File: src/rtl/fp_sticky_status.sv
module fp_sticky_status (
  input  logic        clk,
  input  logic        rst_n,
  input  logic        op_done,
  input  logic        op_is_move,
  input  logic [7:0]  op_flags,
  input  logic        null_restore,
  input  logic        wr_en,
  input  logic [15:0] wr_data,
  output logic [15:0] rd_data
);

  logic [7:0] exc_q;
  logic [4:0] acc_q;

  logic bsun, snan, operr, ovfl, unfl, dz, inex2, inex1;
  assign {bsun, snan, operr, ovfl, unfl, dz, inex2, inex1} = op_flags;

  logic [4:0] acc_term;
  assign acc_term = { snan | operr,
                      ovfl,
                      unfl & inex2,
                      dz,
                      inex1 | inex2 | ovfl };

  always_ff @(posedge clk or negedge rst_n) begin
    if (!rst_n) begin
      exc_q <= '0;
      acc_q <= '0;
    end else if (wr_en) begin
      exc_q <= wr_data[15:8];
      acc_q <= wr_data[7:3];
    end else if (null_restore) begin
      exc_q <= '0;
      acc_q <= '0;
    end else if (op_done) begin
      exc_q <= op_flags;
      if (!op_is_move) acc_q <= acc_q | acc_term;
    end
  end

  assign rd_data = {exc_q, acc_q, 3'b000};

endmodule


File: config.mk
export PLATFORM = sky130hd
export DESIGN_NAME = fp_sticky_status
export DESIGN_NICKNAME = d
export VERILOG_FILES = /design/src/rtl/fp_sticky_status.sv
export SDC_FILE = /design/constraint.sdc
export NUM_CORES = 1
export LEC_CHECK = 0
export ABC_AREA = 1
export BUFFER_PORTS_ARGS = -buffer_cell sky130_fd_sc_hd__buf_2
export CORE_MARGIN = 4
export CORE_UTILIZATION = 43
export CTS_CLUSTER_DIAMETER = 150
export DETAILED_ROUTE_END_ITERATION = 12
export HOLD_SLACK_MARGIN = 0.12
export MAX_ROUTING_LAYER = met4
export PLACE_DENSITY = 0.82
export SKIP_CTS_REPAIR_TIMING = 1
export SYNTH_ARGS = -nofsm -noshare
export SYNTH_HDL_FRONTEND = slang
export SYNTH_SLANG_ARGS = --single-unit
File: constraint.sdc
create_clock -name clk -period 2.12 [get_ports clk]
set_clock_uncertainty 0.05 [all_clocks]
set_input_delay 0.212 -clock clk [delete_from_list [all_inputs] [get_ports clk]]
set_output_delay 0.212 -clock clk [all_outputs]
set_load 0.005 [all_outputs]
## Yosys cells after proc, flatten, opt, wreduce, memory -nomap -nowiden

Index checks and enable logic that the tools add are counted.

| cells by class | value |
|---|---|
| add/subtract/negate cells | 0 |
| $mul | 0 |
| div/mod/pow operators | 0 |
| magnitude comparators | 0 |
| equal/unequal tests | 1 |
| shift operators | 0 |
| mux-type cells | 7 |
| bitwise gates (word level) | 5 |
| reduce and logical (&&, ||, !) cells | 2 |

Operators with widths:

| cell | count |
|---|---|
| $mux 8 | 3 |
| $mux 5 | 4 |
| $or 5x5->5 | 1 |
| $ne 3x1->1 const B | 1 |
| $or 1x1->1 | 3 |
| $reduce_bool 3->1 | 1 |
| $reduce_and 2->1 | 1 |
| $and 1x1->1 | 1 |

| word-level totals | value |
|---|---|
| register bits after elaboration | 13 |
| bits in latches | 0 |
| memory bits (writable) | 0 |
| bits in read-only memories | 0 |
| input bits | 30 |
| output and inout port bits | 16 |
| logic and storage cells | 17 |
| memories | 0 |

## Logic depth before layout (Yosys ltp)

| logic depth | value |
|---|---|
| word-level depth | 7 |
| gate-level depth with buffers | 6 |

## Worst setup path before layout

No wires, ideal clock.

| path | value |
|---|---|
| path type | input port to flip-flop |
| from | input null_restore |
| to | register acc_q[0] |
| data arrival time | 704 ps |
| path slack | 1,248 ps |
| cell stages on the path | 4 |
| cells stage by stage | nor2_4 > o21ai_0 > nand2_1 > nand2_1 |

| on the way | value |
|---|---|
| cells in the longest elaborated chain, start to end | 2 |
| elaborated cells between the ends (all ways) | 5 |
| those cells by class | 1 x eq/ne; 2 x mux; 2 x reduce/logical |

Ends and longest elaborated chain:

| what | RTL line | source |
|---|---|---|
| start, declared | 7 | `input logic null_restore,` |
| $ne 3x1->1 (no source line), or another cell as far along | - |  |
| $reduce_and 2->1 (no source line) / $mux 5 (equally long branches) | - |  |
| end signal, assigned | 32 | `acc_q <= wr_data[7:3];` |
| end signal, assigned | 38 | `if (!op_is_move) acc_q <= acc_q \| acc_term;` |
| end, declared | 14 | `logic [4:0] acc_q;` |

Parallel ways exist; a longest one is shown, timed or not.
A chain may end at the register's enable or synchronous reset.

## Worst setup path after layout

| path | value |
|---|---|
| from | input wr_en |
| to | register acc_q[1] |

| on the way | value |
|---|---|
| cells in the longest elaborated chain, start to end | 2 |
| elaborated cells between the ends (all ways) | 4 |
| those cells by class | 1 x eq/ne; 1 x mux; 2 x reduce/logical |

Ends and longest elaborated chain:

| what | RTL line | source |
|---|---|---|
| start, declared | 8 | `input logic wr_en,` |
| $ne 3x1->1 (no source line) / $reduce_bool 3->1 (equally long branches) | - |  |
| $reduce_and 2->1 (no source line) | - |  |

Parallel ways exist; a longest one is shown, timed or not.

==> reports/qor.yml <==
final_layout:
  layout_common_cells: "58 x nand2_1, 39 x buf_2, 13 x dfrtp_1"
  diodes: 0
  final_common_cell: "nand2_1"
  syn_to_final_growth_pct: 31.8
  utilization_pct: 60.6
  nNetsFinal: 171
  drive_gt1_share_pct: 31.4
power_and_ir_drop:
  clkPwrFrac_pct: 27.6
  pwr-share-seq_pct: 51.9
  combPwrFrac_pct: 20.5
  finalPower_w: 0.000544
  powerDensity_nw_per_um2: 596
  p_switching_w: 0.000149
  p_int_w: 0.000395
  p_sw_share_pct: 27.3
  ir_worst_vdd_mv: 0.393
  leakage_nw: 0.593
global_route:
  antenna_found_initial: 0
  grt.overflow.total: 0
  grt_pass1_vias: 590
  grt_max_degree: 19
  grt_usage_pct: 15.3
  grt_first_pass_wirelength_um: 2390
detailed_routing:
  initialDrtViolationCount: 7
  wl_per_cell_um: 10.0
  viasPerCell: 4.52
  via_count: 705
  ant_nets: 0
  drc: 0
  wl_um: 1560
  dr.pass1.iters: 4
run:
  cap_violations: 0
logic_synthesis:
  yosysSeqAreaShare_pct: 46.9
  ys_seq_elements: 13
  syn-cell-area_um2: 693
  synth-xor-area-share_pct: 0
  synth_fa_ha_area_share_pct: 0
  synth.distinct_cells: 11
  yosys.area_share.simple_pct: 35.4
  synth-compound-area-share_pct: 7.22
  synth_top_family_by_area: "simple AND/OR/NAND/NOR gates"
  synth_cells: 99
  synth.area.mux_share_pct: 0
  postSynthAreaPerCell_um2: 7.00
  ys_warn_count: 0
critical_path:
  cp_common_cell: "nand2_1"
  critPathCaptureType: "flip-flop"
  criticalPathCategory: "primary input to flip-flop"
  cp_top_family: "simple AND/OR/NAND/NOR gates"
  arrival_ns: 1.21
  required_ns: 2.23
  slowest_delay_ns: 0.31
  crit_buf_inv: 1
  worstPathMaxFanout: 18
  cpMaxStageDelayCell: "nor2_4"
  critPathLaunchType: "primary input"
  worstPathCellList: "buf_2 -> nor2_4 -> o21ai_0 -> nand2_1 -> nand2_1"
clock_network:
  clk_pin_slew_ns: 0.08
  clockBufferDepth: 2
  cts_tree: "built"
  cts_root_buf: "clkbuf_4"
  numCtsBuffers: 3
  cts_htree_levels: 1
  clock_latency_ns: 0.26
  clock_sinks: 13
sta:
  setup_violations: 0
  postLayoutSetupSlackWorst_ns: 1.02
  min_period_ns: 1.10
  fmax_mhz: 909
  finalCritPeriodShare_pct: 51.9
  hold_violations: 0
  finalSetupTns_ns: 0
  whs_ns: 0.183
  worstMarginPinSlew_ns: 0.525
  rsz0062_at_grt: "no"
  slew_headroom_pct: 64.6
  drv_slew: 0
run_status:
  status: "finished, final reports clean"
die:
  dieArea_um2: 2320
  io_pins: 46
  core_um2: 1510
  die_x_um: 48.2
  rows: 14
  start_util_pct: 46.0
  die_y_um: 48.2
min_path:
  min_path_type: "primary input to flip-flop"
placement:
  dp_hpwl_um: 1250
  post-place-ws_ns: 0.708
  io_buffers: 39
  gp_congestion: 0.752
-- stage by stage --
| step | instances | instance area, µm² |
|---|---|---|
| after floorplan | 101 | 701 |
| final | 156 | 913 |
| after detailed placement | 151 | 877 |
| after global routing | 156 | 913 |
| after global placement | 151 | 877 |
| after CTS | 155 | 903 |
-- path summary, 6_finish.rpt --
check                                          start                   end  slack, ns  depth (start not counted)
worst min register to register  acc_q[0]$_DFFE_PN0P_  acc_q[0]$_DFFE_PN0P_       0.43                          2
worst min-delay path                     wr_data[13]  exc_q[5]$_DFFE_PN0P_       0.18                          5
min in group asynchronous                      rst_n  acc_q[1]$_DFFE_PN0P_       0.30                          2
worst max-delay path                           wr_en  acc_q[1]$_DFFE_PN0P_       1.02                          5
worst max register to register  exc_q[3]$_DFFE_PN0P_  exc_q[3]$_DFFE_PN0P_       1.35                          2
max in group asynchronous                      rst_n  exc_q[3]$_DFFE_PN0P_       1.49                          2
-- power groups by stage --
stage / clock network, W / logic (W) / registers [W]
after floorplan: 0 / 0.0000527 / 0.000290
after global placement: 0 / 0.000110 / 0.000287
after detailed placement: 0 / 0.000113 / 0.000287
after CTS: 0.000154 / 0.000113 / 0.000283
after global routing: 0.000166 / 0.000130 / 0.000285
final: 0.000150 / 0.000112 / 0.000282
-- registers in the layout, summed over array words and instances, names as in the netlist --
register	flops
exc_q	8
acc_q	5
-- kinds of logic after synthesis --
group                  Yosys count
AOI/OAI and AO/OA               10
buffers and inverters           13
DFF                             13
other                            1
and+or+nand+nor                 62
-- cell type report --
| type | count | area [µm²] |
|---|---|---|
| Timing Repair Buffer | 40 | 205 |
| Inverter | 8 | 30.0 |
| Multi-Input combinational cell | 75 | 307 |
| Fill cell | 150 | 593 |
| Sequential cell | 13 | 325 |
| Tap cell | 16 | 20.0 |
| Clock buffer | 4 | 26.3 |
-- tightest hold or removal path: cells and delay by family --
kind          cells  cell delay [ns]
buf+inv           1             0.08
simple gates      4             0.18
-- Yosys cell counts --
cell | instances | area share (%)
nand3_1 | 2 | 1.4
buf_6 | 1 | 1.6
nand2_1 | 58 | 31
buf_2 | 1 | 0.72
nand2_2 | 1 | 0.90
dfrtp_1 | 13 | 47
buf_4 | 3 | 3.2
o21ai_0 | 10 | 7.2
conb_1 | 1 | 0.54
inv_1 | 8 | 4.3
nor2_4 | 1 | 1.6
-- metal layers --
layer,global-route usage [%],wire [µm]
met1,19.8,705
met2,22.9,709
met3,3.32,129
met4,6.45,18
met5,-,0
Power figures use the tool's default switching activity.
